[config.mk]
export PLATFORM = sky130hd
export DESIGN_NAME = reglist_seq
export DESIGN_NICKNAME = d
export VERILOG_FILES = /design/src/rtl/reglist_seq.sv
export SDC_FILE = /design/constraint.sdc
export NUM_CORES = 1
export LEC_CHECK = 0
export ABC_AREA = 0
export ABC_CLOCK_PERIOD_IN_PS = 3700
export BUFFER_PORTS_ARGS = -buffer_cell sky130_fd_sc_hd__buf_2
export CAP_MARGIN = 10
export CORE_AREA = 2 2 124 126
export CTS_CLUSTER_DIAMETER = 60
export DETAILED_ROUTE_END_ITERATION = 7
export DIE_AREA = 0 0 126 128
export GPL_TIMING_DRIVEN = 0
export HOLD_SLACK_MARGIN = 0.1
export PLACE_DENSITY = 0.76
export SYNTH_ARGS = -nofsm -noshare
export SYNTH_HDL_FRONTEND = slang
export SYNTH_SLANG_ARGS = --single-unit
[constraint.sdc]
create_clock -name clk -period 3.7 [get_ports clk]
set_clock_uncertainty 0.05 [all_clocks]
set_input_delay 0.37 -clock clk [delete_from_list [all_inputs] [get_ports clk]]
set_output_delay 0.37 -clock clk [all_outputs]
set_load 0.01 [all_outputs]
[src/rtl/reglist_seq.sv]
module reglist_seq #(
  parameter int W    = 32,
  parameter int NREG = 8,
  parameter int IW   = $clog2(NREG)
) (
  input  logic          clk,
  input  logic          rst_n,
  input  logic          start,
  input  logic [1:0]    op,
  input  logic [NREG-1:0] rlist,
  input  logic          extra,
  input  logic [IW-1:0] base_idx,
  input  logic [W-1:0]  base_in,
  input  logic [W-1:0]  lr_in,
  output logic [IW-1:0] rd_idx,
  input  logic [W-1:0]  rd_data,
  output logic          mem_req,
  output logic          mem_we,
  output logic [W-1:0]  mem_addr,
  output logic [W-1:0]  mem_wdata,
  input  logic          mem_ready,
  input  logic [W-1:0]  mem_rdata,
  output logic          wb_en,
  output logic [IW-1:0] wb_idx,
  output logic [W-1:0]  wb_data,
  output logic          pc_we,
  output logic [W-1:0]  pc_data,
  output logic          flush,
  output logic          busy,
  output logic          done,
  output logic          base_we,
  output logic [W-1:0]  base_out
);
  localparam logic [1:0] OP_PUSH = 2'b00;
  localparam logic [1:0] OP_POP  = 2'b01;
  localparam logic [1:0] OP_STM  = 2'b10;
  localparam logic [W-1:0] STEP  = W'(4);

  logic [1:0]      op_q;
  logic [NREG-1:0] mask_q, nmask, sel_bit;
  logic            xtra_q, nxtra, keep_q;
  logic [W-1:0]    ptr_q, nptr, addr_raw;
  logic [IW-1:0]   hi, lo, sel;
  logic            is_push, cur_lr, cur_pc, have_reg, ack, last, empty_in;

  always_comb begin
    hi = '0;
    lo = '0;
    for (int i = 0; i < NREG; i++)
      if (mask_q[i]) hi = IW'(i);
    for (int i = NREG-1; i >= 0; i--)
      if (mask_q[i]) lo = IW'(i);
  end

  assign is_push  = (op_q == OP_PUSH);
  assign have_reg = |mask_q;
  assign cur_lr   = is_push && xtra_q;
  assign cur_pc   = (op_q == OP_POP) && xtra_q && !have_reg;
  assign sel      = is_push ? hi : lo;
  assign sel_bit  = NREG'(1) << sel;

  assign mem_req   = busy && (have_reg || xtra_q);
  assign mem_we    = is_push || (op_q == OP_STM);
  assign addr_raw  = is_push ? ptr_q - STEP : ptr_q;
  assign mem_addr  = {addr_raw[W-1:2], 2'b00};
  assign rd_idx    = sel;
  assign mem_wdata = cur_lr ? lr_in : rd_data;
  assign ack       = mem_req && mem_ready;

  assign wb_en   = ack && !mem_we && !cur_pc;
  assign wb_idx  = sel;
  assign wb_data = mem_rdata;
  assign pc_we   = ack && cur_pc;
  assign pc_data = mem_rdata;
  assign flush   = ack && cur_pc;

  always_comb begin
    nmask = mask_q;
    nxtra = xtra_q;
    if (cur_lr || cur_pc) nxtra = 1'b0;
    else                  nmask = mask_q & ~sel_bit;
  end

  assign nptr     = is_push ? ptr_q - STEP : ptr_q + STEP;
  assign last     = ack && (nmask == '0) && !nxtra;
  assign empty_in = (rlist == '0) && !(extra && !op[1]);

  always_ff @(posedge clk or negedge rst_n) begin
    if (!rst_n) begin
      busy     <= 1'b0;
      done     <= 1'b0;
      base_we  <= 1'b0;
      base_out <= '0;
      op_q     <= OP_PUSH;
      mask_q   <= '0;
      xtra_q   <= 1'b0;
      keep_q   <= 1'b0;
      ptr_q    <= '0;
    end else begin
      done    <= 1'b0;
      base_we <= 1'b0;
      if (!busy) begin
        if (start) begin
          if (empty_in) begin
            done     <= 1'b1;
            base_we  <= 1'b1;
            base_out <= base_in;
          end else begin
            busy   <= 1'b1;
            op_q   <= op;
            mask_q <= rlist;
            xtra_q <= extra && !op[1];
            keep_q <= (op == 2'b11) && rlist[base_idx];
            ptr_q  <= base_in;
          end
        end
      end else if (ack) begin
        mask_q <= nmask;
        xtra_q <= nxtra;
        ptr_q  <= nptr;
        if (last) begin
          busy     <= 1'b0;
          done     <= 1'b1;
          base_we  <= !keep_q;
          base_out <= nptr;
        end
      end
    end
  end

  AST_REQ_HELD: assert property (@(posedge clk) disable iff (!rst_n)
    mem_req && !mem_ready |=> mem_req && $stable(mem_addr) && $stable(mem_we));
  AST_LOAD_ON_ACK: assert property (@(posedge clk) disable iff (!rst_n)
    wb_en |-> mem_req && mem_ready && !mem_we);
  AST_PC_ON_ACK: assert property (@(posedge clk) disable iff (!rst_n)
    pc_we |-> mem_req && mem_ready && !mem_we && flush);
  AST_SINGLE_WB: assert property (@(posedge clk) disable iff (!rst_n)
    $onehot0({wb_en, pc_we}));
  AST_QUIET_IDLE: assert property (@(posedge clk) disable iff (!rst_n)
    !busy |-> !mem_req);
  AST_DONE_AFTER: assert property (@(posedge clk) disable iff (!rst_n)
    $fell(busy) |-> done);
endmodule

==> summary.md, run 1 <==
The average wire per standard cell works out to 17.76 um. TritonCTS built the clock tree. The sum of negative setup slack was 0 ns.

Setup repair after global routing left no endpoint under its margin. The logs give 1157 for the count of nets after finishing and 5669 for the number of global-route vias before repair. The tools report the worst setup path endpoint as mem_addr[16].

The floorplan step defined a die boundary enclosing 16130 um2. Of the total power, the share spent switching nets is 43.73%. The share of flip-flops with an asynchronous set or reset is 100.0%, and the count of max-cap constraint violations is 0.

In the final layout, the share of cells above drive strength 1 is 49.51%. The number of buffers between clock root and the deepest sink is 2. The flow ran to the end, and the final reports show no timing, DRC or antenna violations. After the first detailed-routing iteration, the DRC count stood at 420.

The combined global-route utilization of all metal layers was 25.22%; the post-route total power was 0.006739 W. In this run the most critical hold path is launched from base_in[1]. The minimum setup slack among reg-to-reg paths was 0.34 ns. The depth of the worst register-to-register path was 10; the count of buffers inserted at the top-level ports was 285. The synthesized flop and latch total works out to 79.

Number of enable-type register cells in the synthesized netlist: 0. The worst flop-to-flop path startpoint is mask_q[6]. The cell count after synthesis is 710. The type of the most critical hold path is in -> reg. The run gives 79 as the clock sink count. The slew at the pin with the worst max-slew slack came out at 0.8578 ns. In the layout the commonest cells are buf_2, buf_4, dfrtp_1. The tools report the post-synthesis instance area as 6390 um2. The H-tree was split into 3 levels. The run gives 0 as the final number of setup-violating endpoints.

Data on the critical path arrives at its endpoint at 3.08 ns. The largest area contributor in the netlist was dfrtp_1. In the routed layout, each cell is associated on average with a via count of 5.106.

The Yosys step of the flow raised 0 warnings. For this run, the leading register cell type out of synthesis is dfrtp_1. The sequential cells in the finished layout cover a total of 1977 um2. The final layout contains routed wiring with a total length of 21360 um. The library cell used most frequently in the layout, excluding fill and tap cells, is buf_2.

The critical path in this run is classified as reg -> out. The run gives 3378 um2 as the multi-input logic area. The residual antenna-violating net count after detailed routing came out at 0. The reg-to-reg critical path endpoint is base_out[19]. The layout has 1373 filler cells. The critical path starts at ptr_q[6]. The minimum period implied by the final worst setup slack is 3.503 ns, and the die height is 128 um. The tools report the number of detailed-routing iterations run before antenna repair as 5. The clock-pin slew on the worst setup and hold paths was 0.06 ns; the total clock buffers created by CTS was 9. The detailed-route via count was 6142.

The share of total power dissipated in the clock network is 15.6%. After synthesis, flip-flops and latches occupy 30.94% of the total area. For this design the top-level I/O count stands at 320. The logs give 0 for the final hold violation count and 60 for the post-synthesis cell type count. Measured against its own limit, the worst slew margin works out to 42.81%. Per report_power, the sequential group accounts for 22.6% of the total. The final critical path takes up 94.67% of the cycle. At the worst endpoint, the required time is 3.28 ns. Detailed placement finished with a half-perimeter wire length of 17300 um.

The worst-case IR drop observed on VDD is 0.0004313 V. Combinational logic is responsible for 61.7% of the overall power. Clock tree synthesis selected as its root buffer the cell clkbuf_16.

The tools report the sort of element at the start of the critical path as a register. The run gives 0 as the DRC violation count after routing. The run gives 4.218 nW as the static power due to leakage.

The congestion estimate from routability-driven global placement came to 0.8784. The worst setup path is captured at an output port. Hold is met by 0.2191 ns.

The area growth from synthesis to layout is 32.95%. Averaged over all synthesized cells, the footprint is 9.000 um2. The core outline area is 14860 um2, and the total count of max-transition violations in the final report is 0. The first global-routing pass estimated 31460 um of wire. For the largest net degree at the start of global routing, the log shows 50. The clock reaches the later pin of the worst-skew pair after 0.35 ns. The tools report the number of standard-cell rows in the floorplan as 45. The tools report the design internal power as 0.003792 W. From left edge to right edge, the die measures 126 um. The logs give 0 for the overall overflow remaining after global route and 285.5 MHz for the maximum clock frequency.

For the number of antenna violations at the first check in global routing, the log shows 3. The worst-path maximum fanout works out to 8. By area the synthesized netlist is led by dfrtp_1, buf_4, mux2_2. The top-area cell type share of the netlist area is 30.94%, and the total power divided by cell area is 793.2 nW/um2.

For this design the total switching power over the nets is 0.002947 W. The run gives 42.99% as the effective utilization at floorplan.
[area by class of cell]
type	instances	area share (%)
Inverter	30	1.325
Multi-Input combinational cell	450	39.76
Tap cell	188	2.769
Clock inverter	7	1.414
Sequential cell	79	23.27
Buffer	151	11.28
Antenna cell	1	0.02946
Clock buffer	9	2.651
Timing Repair Buffer	288	17.50
[state kept, by name, summed over array words and instances, names as in the netlist, 2 cells and up]
register / count
base_out: 32
ptr_q: 32
mask_q: 8
op_q: 2
[timing repair]
| action | in CTS | in global routing |
|---|---|---|
| cloned | 0 | 0 |
| pin swaps | 0 | 1 |
| gates resized for setup | 2 | 8 |
| endpoints found under the hold margin | 30 | 0 |
| hold buffers | 1 | 0 |
| endpoints found under the setup margin | 5 | 65 |
| setup buffers | 0 | 1 |
[worst max-delay path, cell delays in order, from the launching register on]
cell and delay, ns:
dfrtp_1 0.37, clkbuf_1 0.19, or4_1 0.54, clkbuf_1 0.20
or3_1 0.38, clkbuf_1 0.19, or4_1 0.47, xnor2_1 0.15
buf_4 0.13, buf_2 0.13
[routing by layer]
layer	vias up	track usage [%]	wire [um]
li1	2957	-	-
met1	2902	32.86	8900
met2	257	42.35	10570
met3	26	5.134	1483
met4	0	7.822	411
met5	-	0	0
[worst min path at each step]
| stage | to | cells after the start |
|---|---|---|
| 2_1_floorplan | base_out[0] | 0 |
| 3_5_place_dp | base_out[13] | 1 |
| 6_report | ptr_q[1] | 2 |
| 5_1_grt | ptr_q[0] | 2 |
| 3_3_place_gp | ptr_q[1] | 1 |
| 4_1_cts | mask_q[5] | 3 |
[power groups by stage]
stage / registers, W / clock network, W / logic (W)
6_report: 0.00152 / 0.00105 / 0.00416
5_1_grt: 0.00157 / 0.00110 / 0.00453
4_1_cts: 0.00152 / 0.00107 / 0.00413
3_5_place_dp: 0.00153 / 0 / 0.00410
3_3_place_gp: 0.00151 / 0 / 0.00405
2_1_floorplan: 0.00156 / 0 / 0.00280
[stage by stage]
stage	cells	cell area, um2	worst slack [ns]	utilization [%]
finish	1203	8496	0.1973	57.15
global route	1202	8493	0.02888	57.14
CTS	1202	8448	0.001410	56.84
detailed placement	1185	8085	0.08599	54.39
global placement	1184	8055	0.1375	54.19
floorplan	711	6394	0.7882	-
[synthesized netlist by cell type, types with 4 or more instances]
cell        n
buf_4     100
dfrtp_1    79
mux2_2     62
nor2_1     51
clkbuf_1   42
nand2_1    41
mux2i_1    40
xor2_1     32
inv_1      30
a21oi_1    27
o21ai_0    23
xnor2_1    21
or4_1      11
mux2_4     10
nand3_1    10
nor3_1     10
nor4_1     10
nand4_1     9
or2_2       9
or3_1       9
o22ai_1     8
and2_1      5
buf_2       5
a22o_1      4
buf_1       4
[logic make-up (layout without fill, tap and decap cells)]
logic type | after synthesis | after routing | share of synthesized area [%]
muxes | 114 | 114 | 20.25
xor gates and xnor gates | 53 | 53 | 7.265
DFF | 79 | 79 | 30.94
adders and majority gates | 2 | 2 | 0.3916
buffers and inverters | 182 | 485 | 16.78
AOI/OAI and AO/OA | 99 | 99 | 10.20
other | 1 | 3 | 0.05869
and+or+nand+nor | 180 | 180 | 14.12
No activity file was read; power rests on OpenSTA's default activity.
==> run 2, diff against run 1 <==
Settings changed: ABC_AREA 0 to 1, CORE_AREA 2 2 124 126 to unset, CORE_MARGIN set to 2, CORE_UTILIZATION set to 48, DIE_AREA 0 0 126 128 to unset, PLACE_DENSITY 0.76 to 0.82.
==> run 2 against run 1 <==
  * Via count is 36% higher
  * Critical path depth stayed put
  * Combinational power grew 9.6%
  * Non-clock buffer count fell by 3
  * Global-route usage is 8.3 points higher
  * Largest cell class unchanged
  * Area after synthesis rose by 7.3%
  * Sequential cell count unchanged
  * Clock power grew 8%
  * Maximum frequency decreased by 0.22%
  * Synthesized cell count increased by 53%
  * Critical path type unchanged
  * Clock-buffer cell count did not move
  * Largest power group unchanged
==> summary.md, run 2 <==
The slew at the pin with the worst max-slew slack works out to 0.7720 ns (-0.08577 ns). The worst hold path begins at op[0]. The detailed router's first-iteration violation count came out at 818 (+95%). TritonCTS built the clock tree.

By area the synthesized netlist is led by dfrtp_1, nand2_1, buf_4. Predominant post-synthesis flop cell: dfrtp_1. The total clock buffers created by CTS is 9 (unchanged). The number of detailed-routing iterations run before antenna repair is 6 (+1).

By instance count, the cell type seen most on the critical path is clkbuf_1. The run finished with clean final reports. The overall overflow remaining after global route is 0 (unchanged). The clock-pin slew on the worst setup and hold paths works out to 0.06 ns (about the same).

For the total count of max-transition violations in the final report, the log shows 0 (unchanged). Cell at the slowest stage of the critical path: clkbuf_1. The end-of-flow core utilization was 63.98% (+6.8 points).

Maximum clock frequency: 284.9 MHz (-0.22%). The critical path's top delay family is buffers and inverters. For the post-detailed-placement half-perimeter wirelength, the log shows 20610 um (+19%).

The worst setup path is launched from a register. Synthesized area per cell: 6.319 um2 (-30%). The number of buffers added for setup after CTS was 0 (unchanged); the biggest cell delay along the critical path was 0.54 ns (about the same).

For the weighted congestion reported at the end of routability-driven placement, the log shows 0.9984 (+14%). The synthesized flop and latch total is 79 (unchanged), and the warning count from the yosys run is 0 (unchanged). Setup repair after global routing left no endpoint under its margin. The number of antenna violations at the first check in global routing is 1 (-2), and the headroom to the max-slew limit is 48.53% (+5.7 points). The total power divided by cell area works out to 813.7 nW/um2 (+2.6%). Static power due to leakage: 4.953 nW (+17%).

The logs give 3607 um2 (+6.8%) for the multi-input logic area and 28.83% (-2.1 points) for the sequential cell area fraction in the yosys report. The library cell used most frequently in the layout, excluding fill and tap cells, is nand2_1. The critical path is of the reg -> out type. The most critical setup path has its startpoint at op_q[0]. The number of standard-cell rows in the floorplan is 43 (-4.4%). The count of buffers inserted at the top-level ports is 285 (unchanged), and the number of buffers between clock root and the deepest sink is 2 (unchanged). The area growth from synthesis to layout works out to 30.02%. DRC violation count after routing: 0 (unchanged).

The logs give 1532 (+32%) for the count of nets after finishing and 3.09 ns (about the same) for the worst endpoint data arrival time. The logs give 1085 (+53%) for the cell count after synthesis and 0.007254 W (+7.6%) for the post-route total power. In the final layout, the registers with the most flip-flops are base_out (32), ptr_q (32), mask_q (8).

The tools report the post-synthesis instance area as 6857 um2 (+7.3%). The worst register-to-register path begins at ptr_q[2]. The number of top-level pins came out at 320 (unchanged). For the effective utilization at floorplan, the log shows 49.21% (+6.2 points). The tools report the number of global-route vias before repair as 7387 (+30%). Top-area cell type share of the netlist area: 28.83% (-2.1 points).

The count of filler cells inserted in the layout came out at 1338 (-2.5%). The number of enable-type register cells in the synthesized netlist came out at 0 (unchanged). The share of the cycle needed by the critical path after routing was 94.88% (+0.21 points); the total buffers and inverters traversed by the critical path was 7 (+2). In this run the worst hold path is classified as in -> reg. The share of flip-flops with an asynchronous set or reset is 100.0% (unchanged).

The tools report the clock sink count as 79 (unchanged). The top cell types in the final layout, fill and taps aside, are nand2_1, buf_2, buf_4. The run gives 0 (unchanged) as the residual antenna-violating net count after detailed routing. The logs give 0 (unchanged) for the final number of setup-violating endpoints and 1977 um2 (unchanged) for the flip-flop and latch area.

The sum of routed wire length over all layers was 26010 um (+22%). The core outline area is 13930 um2 (-6.3%). The overall die area is 15260 um2 (-5.4%).

The sum of negative setup slack is 0 ns (unchanged). Combined global-route utilization of all metal layers: 33.53% (+8.3 points). The H-tree depth was 3 (unchanged). The post-synthesis cell type count is 36 (-40%). The required time of the worst setup path is 3.28 ns (about the same).

CTS placed an instance of clkbuf_16 at the clock tree root. After synthesis, the most frequently instantiated cells are nand2_1, buf_4, nor2_1, nand3_1, dfrtp_1. The detailed-route vias per instance is 5.313 (+4.1%). The most common cell in the netlist is nand2_1. The run gives 0.36 ns (about the same) as the later-pin clock latency in the skew report. Of all cell types, the one taking the most synthesized area is dfrtp_1. The floorplan die width came out at 123.5 um (-2.0%). The die height works out to 123.5 um (-3.5%).

The global-route wire length before repair was 38670 um (+23%); the worst-path maximum fanout was 10 (+2). The tools report the count of max-cap constraint violations as 0 (unchanged). Walking the worst path, the cells encountered are inv_2, nand2_2, inv_1, clkbuf_1, clkbuf_1, clkbuf_1, o21ai_0, buf_4, buf_2. The logs give 0.0003892 V (-9.8%) for the largest vdd supply drop and 42 (-16%) for the largest net degree at the start of global routing.

The share of layout cells above drive strength 1 works out to 32.97% (-17 points). The detailed-route via count is 8342 (+36%). STA classifies the critical path endpoint as an output port. The final hold violation count is 0 (unchanged). The average wire per standard cell works out to 16.57 um (-6.7%).

The minimum period implied by the final worst setup slack was 3.511 ns (+0.007883 ns).
-- run 2: cell types whose count changed after synthesis, moves of 21 or more --
cell / delta
mux2_2: -62
nand3_1: +75
mux2i_1: -39
nor2_1: +35
inv_1: +37
o21ai_0: +53
xnor2_1: -21
nand2_1: +315
-- run 2: cell families (layout without fill, tap and decap cells) --
logic type                 count (synthesis)  count (layout)  share of synthesized area [%]
other                                      1               3                        0.05469
xor gates and xnor gates                  22              22                          2.810
adders and majority gates                  2               2                         0.3649
and+or+nand+nor                          595             595                          37.01
DFF                                       79              79                          28.83
muxes                                      1               1                         0.1460
AOI/OAI and AO/OA                        155             155                          12.17
buffers and inverters                    230             533                          18.61
-- run 2: cell type report --
| class | instances | area share, % |
|---|---|---|
| antenna | 1 | 0.02807 |
| buffer | 149 | 10.91 |
| clock buffer | 9 | 2.526 |
| clock inverter | 7 | 1.600 |
| inverter | 81 | 3.411 |
| multi-input combinational | 777 | 40.46 |
| sequential | 79 | 22.18 |
| tap | 180 | 2.526 |
| timing repair buffer | 287 | 16.36 |
-- run 2: worst reg2reg max path: stages, from the launching register on --
cell and delay (ns):
dfrtp_1 0.43, inv_1 0.16, ha_1 0.22, inv_1 0.08
nor2_2 0.26, nand3_2 0.19, nor2_4 0.18, nand3_1 0.18
nor2_1 0.17, xor2_1 0.16, nand2_1 0.08, nand2_1 0.10
nand2_1 0.05, nand2_1 0.10, nand2_1 0.05, o21ai_1 0.10
-- run 2: metrics by stage --
stage                     instances  cell area [um2]  hold WS [ns]  worst slack [ns]
after floorplan                1086             6860       0.02441             1.457
after global placement         1551             8512        0.4179            0.6260
after detailed placement       1552             8534        0.3292            0.6383
after CTS                      1569             8912        0.2392            0.2447
after global routing           1570             8915        0.2647           0.02114
final                          1570             8915        0.2378            0.1894
-- run 2: final timing paths --
check,end,slack [ns],cells past startpoint
min,op_q[0],0.24,3
max,mem_addr[25],0.19,9
max in group asynchronous,ptr_q[29],2.51,3
min in group asynchronous,ptr_q[14],0.47,2
min reg2reg,keep_q,0.45,2
max reg2reg,ptr_q[26],1.06,15
-- run 2: layer usage --
| layer | track usage, % | vias to the layer above | share of wire [%] |
|---|---|---|---|
| li1 | - | 4004 | - |
| met1 | 45.69 | 3826 | 41 |
| met2 | 50.93 | 455 | 46 |
| met3 | 7.611 | 55 | 9.1 |
| met4 | 13.78 | 2 | 3.8 |
| met5 | 2.778 | - | 0.22 |
-- run 2: where the power goes --
group,switching [W],total [W],internal (W),leakage [nW]
logic,0.00286,0.00456,0.00170,3.74
registers,0.000336,0.00157,0.00123,1.03
clock network,0.000400,0.00113,0.000731,0.180
-- run 2: what timing repair did --
action / 4_1_cts / 5_1_grt
resized for setup: 0 / 0
hold endpoints to repair: 38 / 0
hold buffers: 1 / 0
